`config.mk`:
```
export PLATFORM = sky130hd
export DESIGN_NAME = irq_cmd_port
export DESIGN_NICKNAME = d
export VERILOG_FILES = /design/src/rtl/irq_cmd_pkg.sv /design/src/rtl/irq_setup_seq.sv /design/src/rtl/irq_run_decode.sv /design/src/rtl/irq_read_port.sv /design/src/rtl/irq_cmd_port.sv
export SDC_FILE = /design/constraint.sdc
export NUM_CORES = 1
export LEC_CHECK = 0
export BUFFER_PORTS_ARGS = -buffer_cell sky130_fd_sc_hd__buf_2
export CORE_MARGIN = 2
export CORE_UTILIZATION = 52
export CTS_BUF_LIST = sky130_fd_sc_hd__clkbuf_8
export DETAILED_ROUTE_END_ITERATION = 7
export GPL_TIMING_DRIVEN = 1
export PLACE_DENSITY = 0.88
export RECOVER_POWER = 25
export SLEW_MARGIN = 20
export SYNTH_ARGS = -nofsm -noshare
export SYNTH_HDL_FRONTEND = slang
export SYNTH_SLANG_ARGS = --single-unit
```
`constraint.sdc`:
```
create_clock -name clk -period 2.1 [get_ports clk]
set_clock_uncertainty 0.2 [all_clocks]
set_input_delay 0.105 -clock clk [delete_from_list [all_inputs] [get_ports clk]]
set_output_delay 0.105 -clock clk [all_outputs]
set_load 0.01 [all_outputs]
```
`src/rtl/irq_cmd_pkg.sv`:
```
package irq_cmd_pkg;
  localparam int unsigned BYTE_W = 8;
  localparam int unsigned VEC_W  = BYTE_W - 3;
  localparam int unsigned ID_W   = 3;

  typedef enum logic [2:0] {
    ST_IDLE,
    ST_BYTE2,
    ST_BYTE3,
    ST_BYTE4,
    ST_RUN
  } seq_state_t;

  typedef struct packed {
    logic              level;
    logic              single;
    logic              need4;
    logic [VEC_W-1:0]  vec_base;
    logic [BYTE_W-1:0] slave_map;
    logic              nested;
    logic              buffered;
    logic              master_sel;
    logic              auto_eoi;
    logic              cpu_mode;
  } setup_cfg_t;
endpackage

```
`src/rtl/irq_setup_seq.sv`:
```
module irq_setup_seq
  import irq_cmd_pkg::*;
(
  input  logic              clk,
  input  logic              rst_n,
  input  logic              wr_en,
  input  logic              a0,
  input  logic [BYTE_W-1:0] wdata,
  output seq_state_t        state,
  output setup_cfg_t        cfg
);
  logic start_byte;
  assign start_byte = wr_en && !a0 && wdata[4];

  // after the vector byte, choose the next step from the start-byte flags
  function automatic seq_state_t after_vec(input setup_cfg_t c);
    if (!c.single)   return ST_BYTE3;
    else if (c.need4) return ST_BYTE4;
    else             return ST_RUN;
  endfunction

  always_ff @(posedge clk) begin
    if (!rst_n) begin
      state <= ST_IDLE;
      cfg   <= '0;
    end else if (start_byte) begin
      state      <= ST_BYTE2;
      cfg        <= '0;
      cfg.level  <= wdata[3];
      cfg.single <= wdata[1];
      cfg.need4  <= wdata[0];
    end else if (wr_en && a0) begin
      unique case (state)
        ST_BYTE2: begin
          cfg.vec_base <= wdata[BYTE_W-1:3];
          state        <= after_vec(cfg);
        end
        ST_BYTE3: begin
          cfg.slave_map <= wdata;
          state         <= cfg.need4 ? ST_BYTE4 : ST_RUN;
        end
        ST_BYTE4: begin
          cfg.nested     <= wdata[4];
          cfg.buffered   <= wdata[3];
          cfg.master_sel <= wdata[2];
          cfg.auto_eoi   <= wdata[1];
          cfg.cpu_mode   <= wdata[0];
          state          <= ST_RUN;
        end
        default: ;
      endcase
    end
  end
endmodule

```
`src/rtl/irq_run_decode.sv`:
```
module irq_run_decode
  import irq_cmd_pkg::*;
(
  input  logic              clk,
  input  logic              rst_n,
  input  logic              wr_en,
  input  logic              a0,
  input  logic [BYTE_W-1:0] wdata,
  input  logic              running,
  output logic [BYTE_W-1:0] mask,
  output logic              sel_isr,
  output logic              eoi_pulse
);
  localparam logic [BYTE_W-1:0] EOI_CODE = 8'h20;
  localparam logic [BYTE_W-2:0] SEL_CODE = 7'b0000101;

  logic start_byte, cmd_wr;
  assign start_byte = wr_en && !a0 && wdata[4];
  assign cmd_wr     = wr_en && !a0 && !wdata[4] && running;

  always_ff @(posedge clk) begin
    if (!rst_n) begin
      mask      <= '0;
      sel_isr   <= 1'b0;
      eoi_pulse <= 1'b0;
    end else begin
      eoi_pulse <= cmd_wr && (wdata == EOI_CODE);
      if (start_byte) begin
        mask    <= '0;
        sel_isr <= 1'b0;
      end else if (wr_en && a0 && running) begin
        mask <= wdata;
      end else if (cmd_wr && (wdata[BYTE_W-1:1] == SEL_CODE)) begin
        sel_isr <= !wdata[0];
      end
    end
  end
endmodule

```
`src/rtl/irq_read_port.sv`:
```
module irq_read_port
  import irq_cmd_pkg::*;
(
  input  logic              clk,
  input  logic              rst_n,
  input  logic              rd_en,
  input  logic              a0,
  input  logic              sel_isr,
  input  logic [BYTE_W-1:0] mask,
  input  logic [BYTE_W-1:0] core_irr,
  input  logic [BYTE_W-1:0] core_isr,
  output logic [BYTE_W-1:0] rdata
);
  logic [BYTE_W-1:0] pick;
  always_comb begin
    if (a0)           pick = mask;
    else if (sel_isr) pick = core_isr;
    else              pick = core_irr;
  end

  always_ff @(posedge clk) begin
    if (!rst_n)     rdata <= '0;
    else if (rd_en) rdata <= pick;
  end
endmodule

```
`src/rtl/irq_cmd_port.sv`:
```
module irq_cmd_port
  import irq_cmd_pkg::*;
(
  input  logic              clk,
  input  logic              rst_n,
  input  logic              a0,
  input  logic              wr_en,
  input  logic              rd_en,
  input  logic [BYTE_W-1:0] wdata,
  output logic [BYTE_W-1:0] rdata,
  input  logic [BYTE_W-1:0] core_irr,
  input  logic [BYTE_W-1:0] core_isr,
  output logic              op_mode,
  output logic [VEC_W-1:0]  vec_base,
  output logic              level_mode,
  output logic              single_mode,
  output logic [BYTE_W-1:0] slave_map,
  output logic [ID_W-1:0]   slave_id,
  output logic              nested_mode,
  output logic              buffered,
  output logic              master_sel,
  output logic              auto_eoi,
  output logic              cpu_mode,
  output logic [BYTE_W-1:0] mask,
  output logic              eoi_pulse
);
  seq_state_t state;
  setup_cfg_t cfg;
  logic       sel_isr;

  irq_setup_seq u_seq (
    .clk(clk), .rst_n(rst_n), .wr_en(wr_en), .a0(a0), .wdata(wdata),
    .state(state), .cfg(cfg)
  );

  assign op_mode = (state == ST_RUN);

  irq_run_decode u_dec (
    .clk(clk), .rst_n(rst_n), .wr_en(wr_en), .a0(a0), .wdata(wdata),
    .running(op_mode), .mask(mask), .sel_isr(sel_isr), .eoi_pulse(eoi_pulse)
  );

  irq_read_port u_rd (
    .clk(clk), .rst_n(rst_n), .rd_en(rd_en), .a0(a0), .sel_isr(sel_isr),
    .mask(mask), .core_irr(core_irr), .core_isr(core_isr), .rdata(rdata)
  );

  assign vec_base    = cfg.vec_base;
  assign level_mode  = cfg.level;
  assign single_mode = cfg.single;
  assign slave_map   = cfg.slave_map;
  assign slave_id    = cfg.slave_map[ID_W-1:0];
  assign nested_mode = cfg.nested;
  assign buffered    = cfg.buffered;
  assign master_sel  = cfg.master_sel;
  assign auto_eoi    = cfg.auto_eoi;
  assign cpu_mode    = cfg.cpu_mode;
endmodule

```
==> summary.md <==
| Metric | Value |
|---|---|
| Status | finished, final reports clean |
| # diodes | 0 |
| Count of input and output buffers | 69 |
| Vias per Instance | 5.74 |
| Largest net degree at the start of global routing | 29 |
| R2r setup slk | 140 ps |
| Worst Setup EP | u_dec.eoi_pulse |
| CP Cell Sequence | dlygate4sd3_1 -> buf_2 -> nor4_4 -> nand2_1 -> nor4_2 -> dlygate4sd3_1 |
| Fin Hold WS | 3.46 ps |
| Io pins | 70 |
| Hold Violations, Final | 0 |
| Clock sink count | 42 |
| Initial DRC Count | 187 |
| Switching Fraction | 23.9% |
| Nets | 325 |
| Num CTS Buffers | 5 |
| Vias post-DR | 1979 |
| Clk_lat worst skew | 300 ps |
| Unrepaired setup endpoints after global routing | false |
| Mapped Cells | 246 |
| Largest fanout on the critical path | 6 |
| HPWL Detailed | 3430 um |
| Ys flop type | dfxtp_1 |
| Top delay family on crit path | buffers and inverters |
| Most common cell on crit path | dlygate4sd3_1 |
| Final setup violation count | 0 |
| Bufs and invs on worst path | 3 |
| Drt total wl | 4970 um |
| Sequential fraction of the synthesis area | 41.2% |
| Mapped Avg Cell Area | 8.30 um^2 |
| Critical path class | primary input to flip-flop |
| Maximum VDD drop | 0.446 mV |
| Area growth syn-to-layout | 19.2% |
| Setup crit end kind | flip-flop |
| Global route total overflow | 0 |
| Util after Layout | 65.5% |
| Core Area | 0.00372 mm^2 |
| P_sw | 382 uW |
| Post-Syn Nets | 275 |
| CP max-delay cell | dlygate4sd3_1 |
| Initial antenna violation count | 0 |
| Cell area after placement | 0.00224 mm^2 |
| EDFF count, synth | 0 |
| Drt first pass iters | 4 |
| Clk slew on worst S/H paths | 80 ps |
| H-Tree Depth | 2 |
| Routability Congestion | 0.857 |
| Post-synth ARST share | 0% |
| FF-to-FF Start | u_seq.state[0] |
| Antenna-violating nets left | 0 |
| Placement Rows | 22 |
| CTS tree | yes |
| Residual DRC | 0 |
| Register bit total from synthesis | 42 |
| DIE WIDTH | 66.7 um |
| Worst R2R Path Depth | 3 |
| Crit. path cell count | 6 |
| Sequential share of power | 51.0% |
| Die height | 66.7 um |
| Max clock buf depth | 2 |
| Layout cells sized above 1 | 21.5% |
| Combinational power share | 9.3% |
| First-pass GRT wire length | 8130 um |
| Vias in the first global route | 1805 |
| Final period util | 95.8% |
| CP max stage delay | 570 ps |
| Cell variety after synth | 31 |
| Seq. cell area | 842 um^2 |
| Worst slew margin | 62.8% |
| Power Internal | 1.21 mW |
| Post-Layout Inst Area | 0.00243 mm^2 |
| Worst reg2reg endpoint | u_dec.eoi_pulse |
| Worst path arrival time | 2050 ps |
| Ys Warns | 0 |
| Minimum clock period | 2010 ps |
| Setup TNS | 0 ps |
| Die area | 0.00444 mm^2 |
| Max cap viols | 0 |
| Crit path from | wdata[4] |
| Global Route Usage Sum | 24.2% |
| Setup crit start kind | primary input |
| Multi-input gate area | 996 um^2 |
| Clock Power Share | 39.6% |
| Pwr dens | 656 mW/mm^2 |
| Clock root cell | clkbuf_8 |
| Worst EP required | 2140 ps |
| Tightest Pin Transition | 557 ps |
| Power, Total | 1.60 mW |
| Routed len/inst | 14.4 um |
| Initial Utilization | 54.9% |
| Worst hold path type | primary input to flip-flop |
| Mapped Area | 0.00204 mm^2 |
| Leak pwr | 0.961 nW |
| Fmax | 0.497 GHz |
| Fillers | 352 |
| Slew Limit Fails | 0 |
## registers in the layout, summed over array words and instances (netlist names)
signal,count
u_seq.cfg,21
u_rd.rdata,8
u_dec.mask,8
u_dec.sel_isr,1
u_dec.eoi_pulse,1
u_seq.state,3
## logic make-up after synthesis
logic type | after synthesis | share of synthesized area, %
buffers and inverters | 39 | 11.1
and+or+nand+nor | 78 | 21.7
AOI/OAI and AO/OA | 75 | 20.2
DFF | 42 | 41.2
muxes | 12 | 5.88
## layer usage
layer  wire (um)  track usage, %  up-vias  share of wire [%]
met5           0               0        -                  0
met4         116            12.8        0                2.3
met3         362            4.39       17                7.3
met2        2430            38.6       96                 49
met1        2060            31.0      916                 41
li1            -               -      950                  -
## metrics by stage
stage                     instances  setup WS (ps)
after floorplan                 246            627
after global placement          328            517
after detailed placement        328            495
after CTS                       345           19.8
after global routing            345           6.63
final                           345           88.6
## power by group through the flow
stage	clock (mW)	sequential, mW	combinational [mW]
2_1_floorplan	0	0.834	0.0756
3_3_place_gp	0	0.833	0.130
3_5_place_dp	0	0.833	0.133
4_1_cts	0.636	0.814	0.145
5_1_grt	0.665	0.816	0.165
6_report	0.633	0.815	0.149
## worst reg2reg max path: stages (launching register included)
cell and delay, ps:
dfxtp_1 430, or3b_4 460, nor4_2 250, dlygate4sd3_1 570
## repair_timing
action                     4_1_cts  5_1_grt
hold endpoints to repair        31        0
gates resized for setup          0        4
setup endpoints to repair        0        1
setup buffers                    0        0
hold buffers                     9        0
## final cells by class
cell class | count | share of cell area (%)
inverter | 4 | 0.617
timing repair buffer | 78 | 16.9
clock inverter | 3 | 1.70
sequential | 42 | 34.6
clock buffer | 5 | 2.83
multi-input combinational | 165 | 40.9
tap | 48 | 2.47
## placed cells by master, fill, tap and decap left out, types with 3 or more instances in the layout
| master | netlist | final |
|---|---|---|
| nand3b_1 | 3 | 3 |
| nand3_1 | 30 | 30 |
| and3b_1 | 3 | 3 |
| a22o_1 | 8 | 8 |
| o21ai_1 | 3 | 3 |
| dlygate4sd3_1 | 0 | 9 |
| o21ai_0 | 32 | 32 |
| a21oi_1 | 29 | 29 |
| nand2b_1 | 3 | 3 |
| dfxtp_1 | 42 | 41 |
| nor2b_1 | 12 | 12 |
| clkbuf_8 | 0 | 5 |
| nand2_1 | 10 | 10 |
| buf_2 | 10 | 49 |
| inv_1 | 4 | 5 |
| clkbuf_1 | 7 | 20 |
| mux2i_1 | 12 | 12 |
| nor2_1 | 5 | 5 |
## worst min-delay path by stage
stage / start / endpoint / slack (ps) / depth (start not counted)
detailed placement: wdata[1] / u_dec.eoi_pulse / 200 / 2
finish: core_irr[3] / u_rd.rdata[3] / 3 / 4
global route: core_irr[2] / u_rd.rdata[2] / 40 / 4
floorplan: wdata[1] / u_dec.eoi_pulse / -20 / 1
CTS: rst_n / u_dec.sel_isr / 6 / 3
global placement: wdata[1] / u_dec.eoi_pulse / 200 / 2
## cell usage after synthesis (all sizes together) (2+ instances only)
library cell / count / area share [%]
nand2: 11 / 2.1
nand3b: 4 / 1.7
nor2: 5 / 0.92
buf: 28 / 9.1
nor2b: 12 / 3.7
dfxtp: 42 / 41
nor4: 2 / 0.61
and3b: 4 / 1.8
a21oi: 29 / 7.1
inv: 4 / 0.74
mux2i: 12 / 5.9
nand2b: 3 / 0.92
clkbuf: 7 / 1.3
o21ai: 35 / 8.6
nand3: 30 / 7.4
a22o: 8 / 3.4
Note: power is estimated with default switching activity, not from simulation.
